`src/rtl/accel_slot_pkg.sv`:
```
package accel_slot_pkg;

   // control (host-writable) register addresses
   localparam logic [1:0] CA_CMD   = 2'd0;
   localparam logic [1:0] CA_MODE  = 2'd1;
   localparam logic [1:0] CA_PARAM = 2'd2;

   // command bits
   localparam int CMD_START   = 0;
   localparam int CMD_CLR_FIN = 1;
   localparam int CMD_CLR_OVR = 2;

   // mode bits
   localparam int MODE_IRQ    = 0;
   localparam int MODE_STREAM = 1;

   // parameter register fields
   localparam int PRM_GAIN_LSB = 0;
   localparam int PRM_OFS_LSB  = 8;

   // status (host-readable) register addresses and fields
   localparam logic [1:0] SA_STATUS = 2'd0;
   localparam logic [1:0] SA_ID     = 2'd1;
   localparam int ST_BUSY = 0;
   localparam int ST_FIN  = 1;
   localparam int ST_OVR  = 2;
   localparam int ST_OCNT = 8;
   localparam int ST_ICNT = 16;

   typedef struct packed {
      logic stream;
      logic irq_en;
   } slot_mode_t;

endpackage

```
`src/rtl/slot_mem.sv`:
```
module slot_mem #(
   parameter int W     = 8,
   parameter int DEPTH = 64,
   localparam int AW   = $clog2(DEPTH)
) (
   input  logic          clk,
   input  logic          we,
   input  logic [AW-1:0] waddr,
   input  logic [W-1:0]  wdata,
   input  logic [AW-1:0] raddr,
   output logic [W-1:0]  rdata
);

   logic [W-1:0] store [DEPTH];

   always_ff @(posedge clk) begin
      if (we) store[waddr] <= wdata;
   end

   assign rdata = store[raddr];

endmodule

```
`src/rtl/slot_kernel.sv`:
```
module slot_kernel #(
   parameter int IN_W     = 8,
   parameter int GAIN_W   = 4,
   parameter int OFS_W    = 8,
   parameter int OUT_W    = 12,
   parameter bit SATURATE = 1'b0
) (
   input  logic              clk,
   input  logic              rst_n,
   input  logic              flush,
   input  logic              in_vld,
   input  logic              in_last,
   input  logic [IN_W-1:0]   sample,
   input  logic [GAIN_W-1:0] gain,
   input  logic [OFS_W-1:0]  offset,
   output logic              out_vld,
   output logic              out_last,
   output logic [OUT_W-1:0]  result
);

   localparam int PROD_W = IN_W + GAIN_W;
   localparam int SUM_W  = ((PROD_W > OFS_W) ? PROD_W : OFS_W) + 1;
   localparam int FW     = (SUM_W > OUT_W) ? SUM_W : OUT_W;
   localparam logic [FW-1:0] MAXV = FW'((64'd1 << OUT_W) - 64'd1);

   logic [FW-1:0]    full;
   logic [OUT_W-1:0] shaped;

   assign full = FW'(sample) * FW'(gain) + FW'(offset);

   generate
      if (SATURATE) begin : g_sat
         assign shaped = (full > MAXV) ? MAXV[OUT_W-1:0] : full[OUT_W-1:0];
      end else begin : g_wrap
         assign shaped = full[OUT_W-1:0];
      end
   endgenerate

   always_ff @(posedge clk or negedge rst_n) begin
      if (!rst_n) begin
         out_vld  <= 1'b0;
         out_last <= 1'b0;
         result   <= '0;
      end else if (flush) begin
         out_vld  <= 1'b0;
         out_last <= 1'b0;
      end else begin
         out_vld  <= in_vld;
         out_last <= in_vld && in_last;
         if (in_vld) result <= shaped;
      end
   end

endmodule

```
`src/rtl/slot_regs.sv`:
```
module slot_regs
   import accel_slot_pkg::*;
#(
   parameter int REG_W  = 32,
   parameter int GAIN_W = 4,
   parameter int OFS_W  = 8
) (
   input  logic              clk,
   input  logic              rst_n,
   input  logic              wr_en,
   input  logic [1:0]        wr_addr,
   input  logic [REG_W-1:0]  wr_data,
   input  logic              busy,
   input  logic              job_done,
   output logic              start_go,
   output logic              cfg_wr,
   output slot_mode_t        mode,
   output logic [GAIN_W-1:0] gain,
   output logic [OFS_W-1:0]  offset,
   output logic              finish,
   output logic              overrun
);

   logic cmd_wr, start_req, unused_bits;

   assign cmd_wr    = wr_en && (wr_addr == CA_CMD);
   assign cfg_wr    = wr_en && (wr_addr == CA_MODE);
   assign start_req = cmd_wr && wr_data[CMD_START] && !mode.stream;
   assign start_go  = start_req && !busy;
   assign unused_bits = ^wr_data;

   always_ff @(posedge clk or negedge rst_n) begin
      if (!rst_n) begin
         mode    <= '0;
         gain    <= '0;
         offset  <= '0;
         finish  <= 1'b0;
         overrun <= 1'b0;
      end else begin
         if (cfg_wr) begin
            mode.irq_en <= wr_data[MODE_IRQ];
            mode.stream <= wr_data[MODE_STREAM];
         end
         if (wr_en && (wr_addr == CA_PARAM)) begin
            gain   <= wr_data[PRM_GAIN_LSB +: GAIN_W];
            offset <= wr_data[PRM_OFS_LSB +: OFS_W];
         end
         if (job_done)                         finish <= 1'b1;
         else if (cmd_wr && wr_data[CMD_CLR_FIN]) finish <= 1'b0;
         if (start_req && busy)                overrun <= 1'b1;
         else if (cmd_wr && wr_data[CMD_CLR_OVR]) overrun <= 1'b0;
      end
   end

endmodule

```
`src/rtl/accel_slot.sv`:
```
module accel_slot
   import accel_slot_pkg::*;
#(
   parameter int          DEPTH     = 64,
   parameter int          IN_W      = 8,
   parameter int          OUT_W     = 12,
   parameter int          GAIN_W    = 4,
   parameter int          OFS_W     = 8,
   parameter int          REG_W     = 32,
   parameter bit          SATURATE  = 1'b0,
   parameter logic [31:0] KERNEL_ID = 32'h0000_0D01,
   localparam int         AW        = $clog2(DEPTH),
   localparam int         CW        = $clog2(DEPTH + 1)
) (
   input  logic             clk,
   input  logic             rst_n,
   input  logic             ctl_wr_en,
   input  logic [1:0]       ctl_wr_addr,
   input  logic [REG_W-1:0] ctl_wr_data,
   input  logic [1:0]       sts_rd_addr,
   output logic [REG_W-1:0] sts_rd_data,
   input  logic             in_wr_en,
   input  logic [AW-1:0]    in_wr_addr,
   input  logic [IN_W-1:0]  in_wr_data,
   input  logic             out_rd_en,
   input  logic [AW-1:0]    out_rd_addr,
   output logic [OUT_W-1:0] out_rd_data,
   output logic             irq
);

   initial begin
      assert (DEPTH >= 2 && (DEPTH & (DEPTH - 1)) == 0)
         else $error("DEPTH must be a power of two");
      assert (CW <= 8) else $error("fill count exceeds status field");
      assert (OUT_W <= 30) else $error("OUT_W too wide");
      assert (REG_W >= ST_ICNT + CW) else $error("REG_W too narrow");
      assert (REG_W >= PRM_OFS_LSB + OFS_W) else $error("offset field out of range");
   end

   slot_mode_t        mode;
   logic [GAIN_W-1:0] gain;
   logic [OFS_W-1:0]  offset;
   logic              finish, overrun, start_go, cfg_wr, stream_on;

   logic              run, fetch_done, busy;
   logic [AW-1:0]     rd_ptr, in_wp, out_wp, out_rp;
   logic [CW-1:0]     in_cnt, out_cnt;
   logic              k_vld, k_last, job_done;
   logic [OUT_W-1:0]  k_res;
   logic [IN_W-1:0]   in_rdata;
   logic              out_room, fetch, fetch_last, in_push, out_pop;
   logic              in_we;
   logic [AW-1:0]     in_waddr, out_raddr;

   assign stream_on = mode.stream;
   assign busy      = run || k_vld;
   assign job_done  = k_vld && k_last;

   slot_regs #(.REG_W(REG_W), .GAIN_W(GAIN_W), .OFS_W(OFS_W)) i_regs (
      .clk, .rst_n,
      .wr_en(ctl_wr_en), .wr_addr(ctl_wr_addr), .wr_data(ctl_wr_data),
      .busy, .job_done,
      .start_go, .cfg_wr, .mode, .gain, .offset, .finish, .overrun
   );

   // fetch decision
   assign out_room   = ({1'b0, out_cnt} + (CW+1)'(k_vld)) < (CW+1)'(DEPTH);
   assign fetch      = stream_on ? ((in_cnt != '0) && out_room) : (run && !fetch_done);
   assign fetch_last = !stream_on && (rd_ptr == AW'(DEPTH - 1));
   assign in_push    = stream_on && in_wr_en && (in_cnt != CW'(DEPTH));
   assign out_pop    = stream_on && out_rd_en && (out_cnt != '0);

   assign in_we     = stream_on ? in_push : in_wr_en;
   assign in_waddr  = stream_on ? in_wp   : in_wr_addr;
   assign out_raddr = stream_on ? out_rp  : out_rd_addr;

   slot_mem #(.W(IN_W), .DEPTH(DEPTH)) i_in_mem (
      .clk, .we(in_we), .waddr(in_waddr), .wdata(in_wr_data),
      .raddr(rd_ptr), .rdata(in_rdata)
   );

   slot_kernel #(
      .IN_W(IN_W), .GAIN_W(GAIN_W), .OFS_W(OFS_W), .OUT_W(OUT_W), .SATURATE(SATURATE)
   ) i_kernel (
      .clk, .rst_n, .flush(cfg_wr),
      .in_vld(fetch), .in_last(fetch_last), .sample(in_rdata),
      .gain, .offset,
      .out_vld(k_vld), .out_last(k_last), .result(k_res)
   );

   slot_mem #(.W(OUT_W), .DEPTH(DEPTH)) i_out_mem (
      .clk, .we(k_vld), .waddr(out_wp), .wdata(k_res),
      .raddr(out_raddr), .rdata(out_rd_data)
   );

   // sequencing and FIFO pointers
   always_ff @(posedge clk or negedge rst_n) begin
      if (!rst_n) begin
         run        <= 1'b0;
         fetch_done <= 1'b0;
         rd_ptr     <= '0;
         in_wp      <= '0;
         out_wp     <= '0;
         out_rp     <= '0;
         in_cnt     <= '0;
         out_cnt    <= '0;
      end else if (cfg_wr) begin
         run        <= 1'b0;
         fetch_done <= 1'b0;
         rd_ptr     <= '0;
         in_wp      <= '0;
         out_wp     <= '0;
         out_rp     <= '0;
         in_cnt     <= '0;
         out_cnt    <= '0;
      end else if (start_go) begin
         run        <= 1'b1;
         fetch_done <= 1'b0;
         rd_ptr     <= '0;
         out_wp     <= '0;
         out_rp     <= '0;
         out_cnt    <= '0;
      end else begin
         if (fetch) rd_ptr <= rd_ptr + 1'b1;
         if (fetch && fetch_last) fetch_done <= 1'b1;
         if (job_done) run <= 1'b0;
         if (k_vld) out_wp <= out_wp + 1'b1;
         if (out_pop) out_rp <= out_rp + 1'b1;
         out_cnt <= out_cnt + CW'(k_vld) - CW'(out_pop);
         if (in_push) in_wp <= in_wp + 1'b1;
         in_cnt <= in_cnt + CW'(in_push) - CW'(fetch && stream_on);
      end
   end

   // status view
   always_comb begin
      sts_rd_data = '0;
      case (sts_rd_addr)
         SA_STATUS: begin
            sts_rd_data[ST_BUSY]       = busy;
            sts_rd_data[ST_FIN]        = finish;
            sts_rd_data[ST_OVR]        = overrun;
            sts_rd_data[ST_OCNT +: CW] = out_cnt;
            sts_rd_data[ST_ICNT +: CW] = in_cnt;
         end
         SA_ID:   sts_rd_data = REG_W'(KERNEL_ID);
         default: sts_rd_data = '0;
      endcase
   end

   assign irq = finish && mode.irq_en;

endmodule

```
`config.mk`:
```
export PLATFORM = sky130hd
export DESIGN_NAME = accel_slot
export DESIGN_NICKNAME = d
export VERILOG_FILES = /design/src/rtl/accel_slot_pkg.sv /design/src/rtl/slot_mem.sv /design/src/rtl/slot_kernel.sv /design/src/rtl/slot_regs.sv /design/src/rtl/accel_slot.sv
export SDC_FILE = /design/constraint.sdc
export NUM_CORES = 2
export LEC_CHECK = 0
export ABC_CLOCK_PERIOD_IN_PS = 5250
export BUFFER_PORTS_ARGS = -buffer_cell sky130_fd_sc_hd__buf_2
export CAP_MARGIN = 20
export CORE_ASPECT_RATIO = 1.5
export CORE_MARGIN = 2
export CORE_UTILIZATION = 57
export CTS_CLUSTER_SIZE = 10
export DETAILED_ROUTE_END_ITERATION = 12
export MAX_ROUTING_LAYER = met4
export PLACE_DENSITY = 0.75
export SLEW_MARGIN = 10
export SYNTH_ARGS = -nofsm -noshare
export SYNTH_HDL_FRONTEND = slang
export SYNTH_SLANG_ARGS = --single-unit
```
`constraint.sdc`:
```
create_clock -name clk -period 5.25 [get_ports clk]
set_clock_uncertainty 0.15 [all_clocks]
set_input_delay 0 -clock clk [delete_from_list [all_inputs] [get_ports clk]]
set_output_delay 0 -clock clk [all_outputs]
set_load 0.05 [all_outputs]
```
==> metrics.cfg <==
[min_path]
worstHoldEndpoint=i_in_mem.store[20][4]
hp-class=in -> reg
min_delay_path_depth=2
hold_path_startpoint=in_wr_data[4]

[logic_synthesis]
synth_mux_area_frac=0.0625
fraction_of_the_mapped_netlist_area_in_compound_gates=0.168
seq_area_frac_synth=0.653
syn-cell-area_um2=61500
yosys_most_used_dff=edfxtp_1
xor_and_xnor_fraction_of_the_mapped_netlist_area=0.00470
synth_enable_flop_cells=1280
synth_area_per_cell_um2=14.2
main_combinational_cell_family_by_area_after_synthesis=compound AO/OA/AOI/OAI gates
synth_cell_type_count=76
synth_adder_area_share=0.0164
post_synth_inst_count=4332
async_flop_share=0.0519
synth-warning-count=0
ys_seq_elements=1350
yosys.area_share.simple=0.0632

[setup_path]
worstSetupEndpointType=flip-flop
criticalPathCategory=reg -> reg
crit_slowest_cell=dfrtp_4
crit_path_max_incr_delay_ns=0.51
crit_chain=buf_12 -> buf_16 -> buf_16 -> mux4_2 -> mux4_2 -> a2111oi_4 -> a21oi_2 -> and2_1 -> fa_1 -> fa_1 -> inv_1 -> fa_1 -> inv_2 -> ha_4 -> buf_6 -> a21oi_4 -> buf_4 -> buf_6 -> buf_6 -> buf_6 -> buf_6 -> xor2_1 -> o21ai_1
timing.rr.end=i_kernel.result[5]
cp_data_arrival_time_ns=6.03
reg2reg_depth=23
crit_path_frequent_cell=buf_6
crit-reg2reg-launch=rd_ptr[0]
worst_path_dominant_cell_family=adder cells
critical_path.n_buffers_inverters=11
worst-path-max-fanout=7
setup.worst_path.start_class=flip-flop
cp.required_ns=5.69
regToRegSetupSlack_ns=-0.34

[die]
die_w_um=272
chip_height_um=406
design.portCount=106
initial_utilization=0.575
fp.dieArea_um2=111000
area_of_the_core_um2=107000
rows=147

[timing]
hold_viol_final=0
tns_ns=-1.89
drv_slew=0
grt_setup_unrepaired=true
period_needed_ns=5.59
achievable-frequency_mhz=179
finalWorstSetupSlack_ns=-0.335
setup_viol=7
tightestPinTransition_ns=1.15
finalHoldWorstSlack_ns=0.0553
timing.slew.headroom=0.230
final_clock_period_utilization_by_the_worst_path=1.06

[finish]
syn_to_final_growth_pct=13.5
layout.area.seq_um2=40200
multi_input_area_um2=19800
layout.core_utilization=0.653
layout-drive-gt1-share=0.176
mostFrequentLayoutCell=edfxtp_1
fillCellCount=7409
nets=4647
layout_common_cells=edfxtp_1, a211oi_1, nor2_1, buf_4, a21oi_1

[clock_network]
clock_latency_ns=0.77
tritoncts_num_sinks=1350
h-tree-depth=4
tritoncts=done
clk_path_buf_depth=3
cts-buffers-inserted=153
cts.root.buffer_cell=clkbuf_16
clk_pin_slew_ns=0.06

[grt]
antenna_found_initial=1
largest_net_degree_at_the_start_of_global_routing=172
grt_pass1_vias=41600
grt_pass1_wl_um=261000
gr-usage-all-layers=0.326
grt-ovfl-total=0

[detailed_routing]
drt_pass1_iterations=7
antenna_left=0
drt-vias-per-instance=6.96
detail_route.iter0.violations=5013
routed_wl_um=175000
vias=41700
drc=0
wl_per_cell_um=29.2

[place]
numPortBuffers=70
worst_setup_timing_slack_at_the_placement_stage_ns=-0.592
place_congestion=0.929
place.detailed.hpwl_um=105000

[status]
violations_in_the_final_reports=setup timing
run_status=finished with violations

[power]
leakage_nw=22.6
ir_drop_uv=751
p_total_mw=37.4
power_per_cell_area_nw_per_um2=535

[job]
maxCapViolCount=0

==> synth_stat cells, types with 22 or more instances <==
master	number	share of area
o221a_2	40	0.0073
a211oi_1	606	0.074
mux2i_1	41	0.0067
o21ai_0	58	0.0047
nand4_1	29	0.0029
a21oi_1	169	0.014
buf_2	98	0.0080
mux4_2	140	0.051
o21bai_1	90	0.011
edfxtp_1	1280	0.62
a21o_1	29	0.0035
o211ai_1	44	0.0054
dfrtp_1	70	0.028
o22ai_1	37	0.0038
nor3_1	42	0.0034
clkbuf_1	181	0.011
nand2_1	147	0.0090
nor2_1	345	0.021
buf_1	61	0.0037
nand2b_1	56	0.0057
buf_4	24	0.0029
mux2_2	22	0.0040
nor4_1	58	0.0059
a2bb2oi_1	51	0.0073
o221ai_1	53	0.0075
inv_1	98	0.0060
a22oi_1	31	0.0038
and2_1	27	0.0027
o41ai_1	75	0.011
ha_1	47	0.0096
==> worst register-to-register path, stage by stage, from the launching register on <==
cell and delay [ns]:
dfrtp_4 0.51, buf_12 0.14, buf_16 0.14, buf_16 0.15, mux4_2 0.44, mux4_2 0.51
a2111oi_4 0.35, a21oi_2 0.11, and2_1 0.17, fa_1 0.45, fa_1 0.49, inv_1 0.05
fa_1 0.49, inv_2 0.05, ha_4 0.26, buf_6 0.10, a21oi_4 0.06, buf_4 0.13
buf_6 0.10, buf_6 0.10, buf_6 0.10, buf_6 0.10, xor2_1 0.16, o21ai_1 0.09
==> logic make-up after synthesis <==
family / count (synthesis)
mux: 206
xor+xnor: 33
flops: 1350
compound gates: 1391
buf+inv: 470
fa+ha+maj: 68
simple gates: 813
other cells: 1
==> layer usage <==
metal / share of wire / GRT usage / vias up
met5: 0 / - / -
met4: 0.067 / 0.197 / 0
met3: 0.084 / 0.0513 / 537
met2: 0.50 / 0.535 / 2444
met1: 0.34 / 0.381 / 20900
li1: - / - / 17900
==> report_power, final <==
group          switching, mW  leakage (nW)  total, mW  internal [mW]
registers              0.515          12.4       13.5           13.0
logic                   8.28          8.08       14.3           6.02
clock network           4.06          2.08       9.56           5.50
total                   12.9          22.6       37.4           24.5
==> worst max path at each step <==
stage	slack [ns]	start	endpoint	cells past startpoint
4_1_cts	-0.30	rd_ptr[0]	i_kernel.result[8]	20
6_report	-0.34	rd_ptr[0]	i_kernel.result[5]	23
5_1_grt	-0.49	rd_ptr[0]	i_kernel.result[9]	20
3_3_place_gp	-0.56	rd_ptr[0]	i_kernel.result[10]	17
2_1_floorplan	-0.004	rd_ptr[0]	i_kernel.result[10]	18
3_5_place_dp	-0.59	rd_ptr[0]	i_kernel.result[8]	18
==> repair_timing <==
action,CTS,global route
pin swaps,21,3
setup endpoints to repair,7,7
setup buffers,22,7
hold buffers,51,0
hold endpoints to repair,863,0
resized for setup,62,14
gates cloned,4,0
==> cell type report <==
cell class / instances / area share
sequential: 1350 / 0.576
multi-input combinational: 2526 / 0.284
clock buffer: 212 / 0.0596
timing repair buffer: 384 / 0.0476
tap: 1415 / 0.0253
inverter: 103 / 0.00600
clock inverter: 9 / 0.00190
antenna: 1 / 0.0000358
==> metrics by stage <==
step           std cells  instance area (um^2)
6_report            6000                 69900
3_5_place_dp        5692                 64200
5_1_grt             5999                 69900
3_3_place_gp        5688                 64200
2_1_floorplan       4346                 61700
4_1_cts             5989                 69600
==> state kept, by name, indices dropped and copies added (netlist names), 7 cells and up <==
signal / flops
i_in_mem.store: 512
in_cnt: 7
i_out_mem.store: 768
out_cnt: 7
i_regs.offset: 8
i_kernel.result: 12
(Power assumes the default switching activity.)
